<file path="src/rtl/pwm_dbuf_pkg.sv">
package pwm_dbuf_pkg;
  localparam int CNT_W_DEF = 8;
  localparam int SEL_W_DEF = 2;

  typedef enum logic [1:0] {
    PSC_DIV1 = 2'd0,
    PSC_DIV2 = 2'd1,
    PSC_DIV4 = 2'd2,
    PSC_DIV8 = 2'd3
  } psc_sel_e;

  function automatic int psc_cnt_width(input int sel_w);
    return (1 << sel_w) - 1;
  endfunction
endpackage

</file>
<file path="src/rtl/pwm_dbuf_prescaler.sv">
module pwm_dbuf_prescaler #(
  parameter int SEL_W = 2
) (
  input  logic             clk,
  input  logic             rst_n,
  input  logic [SEL_W-1:0] psc_sel_i,
  input  logic             hold_clr_i,
  output logic             tick_o
);
  localparam int PW = pwm_dbuf_pkg::psc_cnt_width(SEL_W);

  logic [PW-1:0] div_cnt;
  logic [PW-1:0] limit;

  // limit = 2^sel - 1, built as a thermometer mask
  for (genvar g = 0; g < PW; g++) begin : g_mask
    localparam logic [SEL_W-1:0] IDX = SEL_W'(g);
    assign limit[g] = (IDX < psc_sel_i);
  end

  assign tick_o = !hold_clr_i && (div_cnt >= limit);

  always_ff @(posedge clk or negedge rst_n) begin
    if (!rst_n)          div_cnt <= '0;
    else if (hold_clr_i) div_cnt <= '0;
    else if (tick_o)     div_cnt <= '0;
    else                 div_cnt <= div_cnt + 1'b1;
  end

  AST_TICK_SPACING: assert property (@(posedge clk) disable iff (!rst_n)
    (tick_o && psc_sel_i != '0) |=> (!tick_o || psc_sel_i == '0));
  AST_NO_TICK_IN_CLR: assert property (@(posedge clk) disable iff (!rst_n)
    hold_clr_i |-> !tick_o);
endmodule

</file>
<file path="src/rtl/pwm_dbuf_counter.sv">
module pwm_dbuf_counter #(
  parameter int CNT_W = 8
) (
  input  logic             clk,
  input  logic             rst_n,
  input  logic             tick_i,
  input  logic             hold_clr_i,
  input  logic [CNT_W-1:0] duty_i,
  input  logic [CNT_W-1:0] period_i,
  output logic [CNT_W-1:0] cnt_o,
  output logic [CNT_W-1:0] duty_buf_o,
  output logic             wrap_o
);
  logic [CNT_W-1:0] cnt_q;
  logic [CNT_W-1:0] buf_q;

  assign wrap_o = tick_i && (cnt_q == period_i);

  always_ff @(posedge clk or negedge rst_n) begin
    if (!rst_n)          cnt_q <= '0;
    else if (hold_clr_i) cnt_q <= '0;
    else if (wrap_o)     cnt_q <= '0;
    else if (tick_i)     cnt_q <= cnt_q + 1'b1;
  end

  always_ff @(posedge clk or negedge rst_n) begin
    if (!rst_n)                    buf_q <= '0;
    else if (hold_clr_i || wrap_o) buf_q <= duty_i;
  end

  assign cnt_o      = cnt_q;
  assign duty_buf_o = buf_q;

  AST_WRAP_ZERO: assert property (@(posedge clk) disable iff (!rst_n)
    (wrap_o && !hold_clr_i) |=> (cnt_o == '0));
  AST_CLR_LOAD: assert property (@(posedge clk) disable iff (!rst_n)
    hold_clr_i |=> (cnt_o == '0 && duty_buf_o == $past(duty_i)));
  AST_BUF_HOLD: assert property (@(posedge clk) disable iff (!rst_n)
    (!hold_clr_i && !wrap_o) |=> $stable(duty_buf_o));
  AST_IDLE_STILL: assert property (@(posedge clk) disable iff (!rst_n)
    (!hold_clr_i && !tick_i) |=> $stable(cnt_o));
endmodule

</file>
<file path="src/rtl/pwm_dbuf_irq.sv">
module pwm_dbuf_irq (
  input  logic clk,
  input  logic rst_n,
  input  logic set_i,
  input  logic ack_i,
  input  logic en_i,
  output logic flag_o,
  output logic irq_o
);
  logic flag_q;

  always_ff @(posedge clk or negedge rst_n) begin
    if (!rst_n)     flag_q <= 1'b0;
    else if (set_i) flag_q <= 1'b1;
    else if (ack_i) flag_q <= 1'b0;
  end

  assign flag_o = flag_q;
  assign irq_o  = flag_q & en_i;

  AST_FLAG_SET: assert property (@(posedge clk) disable iff (!rst_n)
    set_i |=> flag_o);
  AST_FLAG_STICKY: assert property (@(posedge clk) disable iff (!rst_n)
    (flag_o && !ack_i) |=> flag_o);
  AST_IRQ_GATE: assert property (@(posedge clk) disable iff (!rst_n)
    irq_o |-> (en_i && flag_o));
endmodule

</file>
<file path="src/rtl/pwm_dbuf_gen.sv">
module pwm_dbuf_gen #(
  parameter int CNT_W = 8,
  parameter int SEL_W = 2
) (
  input  logic             clk,
  input  logic             rst_n,
  input  logic [CNT_W-1:0] duty_i,
  input  logic [CNT_W-1:0] period_i,
  input  logic [SEL_W-1:0] psc_sel_i,
  input  logic             hold_clr_i,
  input  logic             out_en_i,
  input  logic             gpio_i,
  input  logic             irq_en_i,
  input  logic             irq_ack_i,
  output logic             pwm_o,
  output logic             pin_o,
  output logic             irq_flag_o,
  output logic             irq_o
);
  logic             tick;
  logic             wrap;
  logic [CNT_W-1:0] cnt;
  logic [CNT_W-1:0] duty_buf;

  pwm_dbuf_prescaler #(.SEL_W(SEL_W)) u_psc (
    .clk(clk), .rst_n(rst_n), .psc_sel_i(psc_sel_i),
    .hold_clr_i(hold_clr_i), .tick_o(tick)
  );

  pwm_dbuf_counter #(.CNT_W(CNT_W)) u_cnt (
    .clk(clk), .rst_n(rst_n), .tick_i(tick), .hold_clr_i(hold_clr_i),
    .duty_i(duty_i), .period_i(period_i), .cnt_o(cnt),
    .duty_buf_o(duty_buf), .wrap_o(wrap)
  );

  pwm_dbuf_irq u_irq (
    .clk(clk), .rst_n(rst_n), .set_i(wrap), .ack_i(irq_ack_i),
    .en_i(irq_en_i), .flag_o(irq_flag_o), .irq_o(irq_o)
  );

  assign pwm_o = (duty_buf >= cnt);
  assign pin_o = out_en_i ? pwm_o : gpio_i;

  AST_PIN_MUX: assert property (@(posedge clk) disable iff (!rst_n)
    !out_en_i |-> (pin_o == gpio_i));
  AST_NO_FLAG_IN_CLR: assert property (@(posedge clk) disable iff (!rst_n)
    (hold_clr_i && !irq_flag_o) |=> !irq_flag_o);
endmodule

</file>
<file path="config.mk">
export PLATFORM = sky130hd
export DESIGN_NAME = pwm_dbuf_gen
export DESIGN_NICKNAME = d
export VERILOG_FILES = /design/src/rtl/pwm_dbuf_pkg.sv /design/src/rtl/pwm_dbuf_prescaler.sv /design/src/rtl/pwm_dbuf_counter.sv /design/src/rtl/pwm_dbuf_irq.sv /design/src/rtl/pwm_dbuf_gen.sv
export SDC_FILE = /design/constraint.sdc
export NUM_CORES = 1
export LEC_CHECK = 0
export BUFFER_PORTS_ARGS = -buffer_cell sky130_fd_sc_hd__buf_2
export CAP_MARGIN = 20
export CORE_ASPECT_RATIO = 0.8
export CORE_MARGIN = 2
export CORE_UTILIZATION = 40
export DETAILED_ROUTE_END_ITERATION = 12
export GPL_ROUTABILITY_DRIVEN = 0
export RECOVER_POWER = 25
export SLEW_MARGIN = 5
export SYNTH_ARGS = -nofsm -noshare
export SYNTH_HDL_FRONTEND = slang
export SYNTH_SLANG_ARGS = --single-unit
</file>
<file path="constraint.sdc">
create_clock -name clk -period 2.2 [get_ports clk]
set_clock_uncertainty 0.05 [all_clocks]
set_input_delay 0.11 -clock clk [delete_from_list [all_inputs] [get_ports clk]]
set_output_delay 0.11 -clock clk [all_outputs]
set_load 0.005 [all_outputs]
</file>
==> impl_results.html, run 1 <==
<table>
<tr><th>Metric</th><th>Value</th></tr>
<tr><th colspan="2">Setup path</th></tr>
<tr><td>Element type at the critical path start</td><td>register</td></tr>
<tr><td>Worst setup EP type</td><td>output pin</td></tr>
<tr><td>Largest delay contributor family on the critical path</td><td>compound AO/OA/AOI/OAI gates</td></tr>
<tr><td>Slowest stage delay, CP</td><td>~0.42 ns</td></tr>
<tr><td>Critical Path AT</td><td>approximately 1.9 ns</td></tr>
<tr><td>Cells along the critical path</td><td>ha_1, nand2b_1, a21o_1, a31oi_1, o21ai_1, mux2_2, buf_2</td></tr>
<tr><td>Reg2Reg Launch Point</td><td>u_psc.div_cnt[2]$_DFF_PN0_</td></tr>
<tr><td>Critical path fanouts, max</td><td>4</td></tr>
<tr><td>Path type of the worst setup path</td><td>register to output pin</td></tr>
<tr><td>Launching instance or port of the critical path</td><td>u_cnt.cnt_o[0]$_DFFE_PN0P_</td></tr>
<tr><td>Worst path bufs/invs</td><td>1</td></tr>
<tr><td>Critical-path cell with the highest stage delay</td><td>dfrtp_2</td></tr>
<tr><td>Worst EP required</td><td>2.04 ns</td></tr>
<tr><th colspan="2">Clocking</th></tr>
<tr><td>Clock Root Buffer</td><td>clkbuf_8</td></tr>
<tr><td>CTS tree</td><td>done</td></tr>
<tr><td>Clock edge transition at the registers on the reported setup and hold paths</td><td>around 0.07 ns</td></tr>
<tr><td>Maximum buffer depth of the clock tree</td><td>2</td></tr>
<tr><td>Number of sinks handled by clock tree synthesis</td><td>20</td></tr>
<tr><td>Total CTS buffers</td><td>3</td></tr>
<tr><td>H-tree Lvls</td><td>1</td></tr>
<tr><td>Worst skew pair latency</td><td>about 0.25 ns</td></tr>
<tr><th colspan="2">Timing</th></tr>
<tr><td>Share of the clock period used by the worst path after layout</td><td>a little over nine tenths</td></tr>
<tr><td>Setup repair after global routing missed its margin</td><td>no</td></tr>
<tr><td>Count of endpoints failing hold in the final timing report</td><td>0</td></tr>
<tr><td>Hold WS</td><td>~0.034 ns</td></tr>
<tr><td>Transition time at the pin with the least slew margin</td><td>about 1.1 ns</td></tr>
<tr><td>Fmax achieved</td><td>481 MHz</td></tr>
<tr><td>Final setup viols</td><td>0</td></tr>
<tr><td>Max-slew violations</td><td>0</td></tr>
<tr><td>Relative max-transition margin</td><td>approximately a quarter</td></tr>
<tr><td>Final period demand of the worst path</td><td>a little over 2 ns</td></tr>
<tr><td>Sum of negative setup slack</td><td>0 ns</td></tr>
<tr><th colspan="2">Layout</th></tr>
<tr><td>Number of nets at the end of the flow</td><td>a little under 200</td></tr>
<tr><td>Ant. Diodes</td><td>0</td></tr>
<tr><td>Share of layout cells above drive strength 1</td><td>34.8%</td></tr>
<tr><td>Commonest non-fill, non-tap cell in the layout</td><td>buf_2</td></tr>
<tr><td>Highest-count cells in the layout ignoring fill and taps</td><td>27 x buf_2, 18 x dfrtp_1, 13 x ha_1</td></tr>
<tr><td>Area growth, synth to finish</td><td>21.0%</td></tr>
<tr><th colspan="2">GRT</th></tr>
<tr><td>Overall Global Routing Usage</td><td>16.3%</td></tr>
<tr><td>Gr ovfl total</td><td>0</td></tr>
<tr><td>First-pass GRT wire length</td><td>4.44 mm</td></tr>
<tr><td>Number of antenna violations at the first check in global routing</td><td>0</td></tr>
<tr><td>Pin count of the biggest net entering global routing</td><td>21</td></tr>
<tr><td>Vias in the first global route</td><td>between 1000 and 1500</td></tr>
<tr><th colspan="2">Hold path</th></tr>
<tr><td>Hold path startpoint</td><td>duty_i[7]</td></tr>
<tr><td>Class of the worst hold path</td><td>input port to register</td></tr>
<tr><th colspan="2">Pwr</th></tr>
<tr><td>Total power per unit cell area</td><td>630 mW/mm^2</td></tr>
<tr><td>Worst VDD drop</td><td>320 uV</td></tr>
<tr><td>Static leakage</td><td>just over 0.0007 uW</td></tr>
<tr><th colspan="2">Run</th></tr>
<tr><td>Max-cap check violation count</td><td>0</td></tr>
<tr><th colspan="2">Synth</th></tr>
<tr><td>Number of enable-type register cells in the synthesized netlist</td><td>0</td></tr>
<tr><td>Complex-gate fraction of the synthesized area</td><td>a little under an eighth</td></tr>
<tr><td>Most instantiated flip-flop cell in the synthesis netlist</td><td>dfrtp_1</td></tr>
<tr><td>Adder and majority gate portion of the synthesized area</td><td>roughly an eighth</td></tr>
<tr><td>Total of warnings raised by yosys</td><td>0</td></tr>
<tr><td>Top cell type's share of synthesized area</td><td>38.2%</td></tr>
<tr><td>Cell type with the largest total area after synthesis</td><td>dfrtp_1</td></tr>
<tr><td>Most area-consuming cells after synthesis</td><td>dfrtp_1 38%, ha_1 12%, xor2_1 5.3%, mux2_2 5.2%, mux2_4 3.4%</td></tr>
<tr><td>Synth async-reset ratio</td><td>100%</td></tr>
<tr><td>Netlist area before placement</td><td>0.00131 mm^2</td></tr>
<tr><td>Number of nets produced by synthesis</td><td>161</td></tr>
<tr><td>Synthesized instance count</td><td>approximately 120</td></tr>
<tr><td>Post-Syn Area per Cell</td><td>approximately 11 um^2</td></tr>
<tr><td>Dominant combinational cell family by area after synthesis</td><td>simple AND/OR/NAND/NOR gates</td></tr>
<tr><td>Share of synthesized area occupied by flip-flops and latches</td><td>between 30% and 40%</td></tr>
<tr><td>Post-synth cell types</td><td>36</td></tr>
<tr><td>Share of synthesized area spent on multiplexers</td><td>approximately 8.6%</td></tr>
<tr><td>Seq cells post-synth</td><td>20</td></tr>
<tr><td>Share of the synthesized netlist area taken by xor and xnor gates</td><td>7.35%</td></tr>
<tr><td>Simple-gate area share of the yosys netlist</td><td>between 10% and 20%</td></tr>
<tr><th colspan="2">Route</th></tr>
<tr><td>DRT iter0 DRCs</td><td>42</td></tr>
<tr><td>Detailed-route vias per instance</td><td>around 5.1</td></tr>
<tr><td>Total vias in the final route</td><td>just over 1000</td></tr>
<tr><td>Number of search-and-repair iterations in the first detailed-routing pass</td><td>3</td></tr>
<tr><td>Mean routed wirelength per cell</td><td>about 13 um</td></tr>
<tr><td>Final antenna-violating net count</td><td>0</td></tr>
<tr><td>DRC Markers</td><td>0</td></tr>
<tr><td>Detailed Route WL</td><td>about 2.7 mm</td></tr>
<tr><th colspan="2">Floorplanning</th></tr>
<tr><td>Number of top-level pins</td><td>29</td></tr>
<tr><td>Width of the die</td><td>about 68 um</td></tr>
<tr><td>Die Footprint</td><td>between 0.003 and 0.004 mm^2</td></tr>
<tr><td>Initial core utilization</td><td>a little over two fifths</td></tr>
<tr><td>Floorplan die height</td><td>55.2 um</td></tr>
<tr><td>Core region area</td><td>~0.0031 mm^2</td></tr>
<tr><td>Total number of placement rows</td><td>18</td></tr>
<tr><th colspan="2">Placement</th></tr>
<tr><td>Detailed placer's ending HPWL</td><td>2.18 mm</td></tr>
<tr><td>Port bufs</td><td>28</td></tr>
<tr><th colspan="2">Run status</th></tr>
<tr><td>Run status</td><td>completed</td></tr>
</table>
per-stage QoR:
step	util (%)	cells	total power (uW)	setup WS [ns]	cell area [um^2]
2_1_floorplan	-	123	646	0.338	1310
5_1_grt	51.0	198	1070	0.00993	1590
4_1_cts	50.8	197	1010	0.00471	1580
3_3_place_gp	48.8	192	752	0.212	1520
6_report	51.0	198	999	0.123	1590
3_5_place_dp	48.8	192	766	0.159	1520
where the power goes:
part	leakage [uW]	switching (uW)	total [uW]	internal, uW
Clock	0.0000216	110	232	122
Sequential	0.000256	29.2	436	406
Combinational	0.000450	175	332	157
Total	0.000727	314	999	685
cells by family (layout without fill, tap and decap cells):
group	count (synthesis)	count (layout)
flip-flops	20	20
XOR/XNOR	11	11
multiplexers	9	9
AND/OR/NAND/NOR	36	36
AO/OA/AOI/OAI	21	21
adder cells (fa/ha/maj)	13	13
buffers and inverters	13	48
flip-flops by register name (all words and copies together) (netlist names):
name	cells
u_cnt.cnt_o	8
u_cnt.duty_buf_o	8
u_irq.flag_o	1
u_psc.div_cnt	3
routing by layer:
metal	up-vias	track usage [%]	wire length, um
met5	-	0	0
met4	0	2.33	0
met3	0	4.66	102
met2	17	27.7	1250
met1	486	21.3	1320
li1	510	-	-
cell type report:
class	instances	area, um^2
fill	299	1520
multi-input combinational	90	761
sequential	20	503
timing repair buffer	34	189
tap	40	50.0
clock buffer	3	41.3
inverter	11	41.3
cells in the mapped netlist (all sizes together) (2+ instances only):
| cell | number |
|---|---|
| dfrtp | 20 |
| ha | 13 |
| inv | 11 |
| mux2 | 9 |
| nand2 | 8 |
| xor2 | 8 |
| a21oi | 6 |
| nor4 | 6 |
| o21ai | 5 |
| and2 | 4 |
| nand2b | 3 |
| nand3 | 3 |
| xnor2 | 3 |
| a21o | 2 |
| a31oi | 2 |
| nand4 | 2 |
| nor2 | 2 |
| nor3 | 2 |
| nor3b | 2 |
timing repair:
item / in CTS / in global routing
hold endpoints to repair: 21 / 0
gates cloned: 0 / 0
endpoints found under the setup margin: 1 / 1
pin swaps: 0 / 1
hold buffers: 2 / 0
setup buffers: 0 / 1
gates resized for setup: 1 / 3
worst paths after layout:
path / cells after the start / slack [ns] / endpoint
min in group asynchronous: 2 / 0.54 / u_cnt.duty_buf_o[7]$_DFFE_PN0P_
worst max-delay path: 7 / 0.12 / pin_o
worst min register to register: 1 / 0.42 / u_psc.div_cnt[0]$_DFF_PN0_
worst min-delay path: 2 / 0.03 / u_cnt.duty_buf_o[7]$_DFFE_PN0P_
max in group asynchronous: 2 / 0.82 / u_cnt.cnt_o[0]$_DFFE_PN0P_
worst max register to register: 6 / 0.22 / u_cnt.duty_buf_o[3]$_DFFE_PN0P_
(Power assumes the default switching activity.)
==> run 2, diff against run 1 <==
Settings changed: RECOVER_POWER 25 to default, TNS_END_PERCENT from default to 10.
==> run 2 against run 1 <==
Against the previous run: die area stayed put; power about the same; critical path depth is the same; largest power group unchanged; non-clock buffer count unchanged; sequential cell count is the same; cell area is essentially flat; sequential share of layout area about the same; core utilization hardly changed; combinational power about the same; via count did not move; highest routed layer unchanged; maximum frequency unchanged; cell count unchanged; largest cell class unchanged.
==> impl_results.html, run 2 (same netlist as run 1, synthesis figures left out) <==
<table>
<tr><th>Metric</th><th>Value</th></tr>
<tr><th colspan="2">Route</th></tr>
<tr><td>Routed met3 length</td><td>102 um</td></tr>
<tr><td>Detailed Route WL</td><td>between 2 and 3 mm</td></tr>
<tr><td>Mean routed wirelength per cell</td><td>between 10 and 15 um</td></tr>
<tr><td>DRC Markers</td><td>0</td></tr>
<tr><td>Top layer reached by signal wires</td><td>met3</td></tr>
<tr><td>Number of search-and-repair iterations in the first detailed-routing pass</td><td>3</td></tr>
<tr><td>Total vias in the final route</td><td>about 1000</td></tr>
<tr><td>Detailed-route vias per instance</td><td>roughly 5.1</td></tr>
<tr><td>Met2 Routed Length</td><td>1.25 mm</td></tr>
<tr><td>DRT iter0 DRCs</td><td>between 40 and 50</td></tr>
<tr><td>Detailed-route wire length on metal 1</td><td>between 1 and 1.5 mm</td></tr>
<tr><td>Final antenna-violating net count</td><td>0</td></tr>
<tr><th colspan="2">Layout</th></tr>
<tr><td>Share of layout cells above drive strength 1</td><td>a little over a third</td></tr>
<tr><td>Count of fill cells added during filler insertion</td><td>301</td></tr>
<tr><td>Area growth, synth to finish</td><td>21.1%</td></tr>
<tr><td>Non-filler cells, final</td><td>between 150 and 200</td></tr>
<tr><td>Ant. Diodes</td><td>0</td></tr>
<tr><td>Layout Utilization</td><td>between 50 and 60%</td></tr>
<tr><td>Commonest non-fill, non-tap cell in the layout</td><td>buf_2</td></tr>
<tr><td>Number of nets at the end of the flow</td><td>198</td></tr>
<tr><td>Highest-count cells in the layout ignoring fill and taps</td><td>28 x buf_2, 18 x dfrtp_1, 13 x ha_1</td></tr>
<tr><th colspan="2">Clocking</th></tr>
<tr><td>CTS tree</td><td>done</td></tr>
<tr><td>Number of sinks handled by clock tree synthesis</td><td>20</td></tr>
<tr><td>Total CTS buffers</td><td>3</td></tr>
<tr><td>H-tree Lvls</td><td>1</td></tr>
<tr><td>Clock edge transition at the registers on the reported setup and hold paths</td><td>about 0.07 ns</td></tr>
<tr><td>Maximum buffer depth of the clock tree</td><td>2</td></tr>
<tr><td>Clock Root Buffer</td><td>clkbuf_8</td></tr>
<tr><td>Worst skew pair latency</td><td>between 0.2 and 0.3 ns</td></tr>
<tr><th colspan="2">GRT</th></tr>
<tr><td>First-pass GRT wire length</td><td>4.44 mm</td></tr>
<tr><td>Overall Global Routing Usage</td><td>between 15 and 20%</td></tr>
<tr><td>Pin count of the biggest net entering global routing</td><td>21</td></tr>
<tr><td>Vias in the first global route</td><td>slightly above 1000</td></tr>
<tr><td>Gr ovfl total</td><td>0</td></tr>
<tr><td>Number of antenna violations at the first check in global routing</td><td>0</td></tr>
<tr><th colspan="2">Timing</th></tr>
<tr><td>Share of the clock period used by the worst path after layout</td><td>roughly 94%</td></tr>
<tr><td>Setup repair after global routing missed its margin</td><td>no</td></tr>
<tr><td>Relative max-transition margin</td><td>approximately 69%</td></tr>
<tr><td>Fmax achieved</td><td>481 MHz</td></tr>
<tr><td>Sum of negative setup slack</td><td>0 ns</td></tr>
<tr><td>Final period demand of the worst path</td><td>~2.1 ns</td></tr>
<tr><td>Final setup viols</td><td>0</td></tr>
<tr><td>Count of endpoints failing hold in the final timing report</td><td>0</td></tr>
<tr><td>Max-slew violations</td><td>0</td></tr>
<tr><td>Transition time at the pin with the least slew margin</td><td>0.464 ns</td></tr>
<tr><th colspan="2">Floorplanning</th></tr>
<tr><td>Total number of placement rows</td><td>18</td></tr>
<tr><td>Initial core utilization</td><td>42.1%</td></tr>
<tr><td>Die Footprint</td><td>0.00375 mm^2</td></tr>
<tr><td>Width of the die</td><td>about 68 um</td></tr>
<tr><td>Core region area</td><td>0.00311 mm^2</td></tr>
<tr><td>Number of top-level pins</td><td>29</td></tr>
<tr><td>Floorplan die height</td><td>approximately 55 um</td></tr>
<tr><th colspan="2">Placement</th></tr>
<tr><td>Port bufs</td><td>28</td></tr>
<tr><td>Detailed placer's ending HPWL</td><td>2.18 mm</td></tr>
<tr><td>Instance count after placement with tap cells included</td><td>192</td></tr>
<tr><th colspan="2">Run</th></tr>
<tr><td>Max-cap check violation count</td><td>0</td></tr>
<tr><th colspan="2">Setup path</th></tr>
<tr><td>Worst setup EP type</td><td>output pin</td></tr>
<tr><td>Critical Path AT</td><td>1.92 ns</td></tr>
<tr><td>Element type at the critical path start</td><td>register</td></tr>
<tr><td>Path type of the worst setup path</td><td>register to output pin</td></tr>
<tr><td>Critical path fanouts, max</td><td>4</td></tr>
<tr><td>Worst EP required</td><td>a little over 2 ns</td></tr>
<tr><td>Slack of the worst reg-to-reg path</td><td>approximately 0.22 ns</td></tr>
<tr><th colspan="2">Run status</th></tr>
<tr><td>Run status</td><td>completed</td></tr>
<tr><th colspan="2">Pwr</th></tr>
<tr><td>Pwr Total</td><td>1000 uW</td></tr>
<tr><td>Worst VDD drop</td><td>roughly 320 uV</td></tr>
<tr><td>Total power per unit cell area</td><td>~630 mW/mm^2</td></tr>
<tr><td>Static leakage</td><td>~0.00073 uW</td></tr>
<tr><th colspan="2">Hold path</th></tr>
<tr><td>Class of the worst hold path</td><td>input port to register</td></tr>
</table>
[run 2: cell type report]
cell class	count	area [um^2]	share of cell area, %
clock buffer	3	41.3	2.60
timing repair buffer	34	190	12.0
multi-input combinational	90	761	47.9
inverter	11	41.3	2.60
tap	40	50.0	3.15
sequential	20	503	31.7
[run 2: through the flow]
| step | setup WS (ns) | cell area [um^2] | hold WS [ns] |
|---|---|---|---|
| 2_1_floorplan | 0.338 | 1310 | -0.236 |
| 3_3_place_gp | 0.212 | 1520 | 0.0331 |
| 3_5_place_dp | 0.159 | 1520 | 0.0426 |
| 4_1_cts | 0.00471 | 1580 | 0.0299 |
| 5_1_grt | 0.00993 | 1590 | 0.0331 |
| 6_report | 0.123 | 1590 | 0.0344 |
[run 2: power by group]
group	internal, uW	total (uW)	switching, uW
registers	406	436	29.2
logic	158	332	175
clock network	122	232	110
[run 2: final timing paths]
| path | startpoint | to | cells after the start |
|---|---|---|---|
| max in group asynchronous | rst_n | u_cnt.cnt_o[0]$_DFFE_PN0P_ | 2 |
| max reg2reg | u_psc.div_cnt[2]$_DFF_PN0_ | u_cnt.duty_buf_o[3]$_DFFE_PN0P_ | 6 |
| min | duty_i[7] | u_cnt.duty_buf_o[7]$_DFFE_PN0P_ | 2 |
| max | u_cnt.cnt_o[0]$_DFFE_PN0P_ | pin_o | 7 |
| min in group asynchronous | rst_n | u_cnt.duty_buf_o[7]$_DFFE_PN0P_ | 2 |
| min reg2reg | u_psc.div_cnt[0]$_DFF_PN0_ | u_psc.div_cnt[0]$_DFF_PN0_ | 1 |
[run 2: layer usage]
metal	up-vias	track usage [%]
met4	0	2.33
met2	17	27.7
met5	-	0
li1	510	-
met1	486	21.3
met3	0	4.66
[run 2: critical path, stage by stage, from the launching register on]
cell      delay (ns)
dfrtp_2         0.42
ha_1            0.28
nand2b_1        0.15
a21o_1          0.18
a31oi_1         0.16
o21ai_1         0.10
mux2_2          0.26
buf_2           0.12
[run 2: timing repair]
item | in CTS | in global routing
pin swaps | 0 | 1
endpoints found under the hold margin | 21 | 0
hold buffers | 2 | 0
endpoints found under the setup margin | 1 | 1
gates resized for setup | 1 | 3
setup buffers | 0 | 1
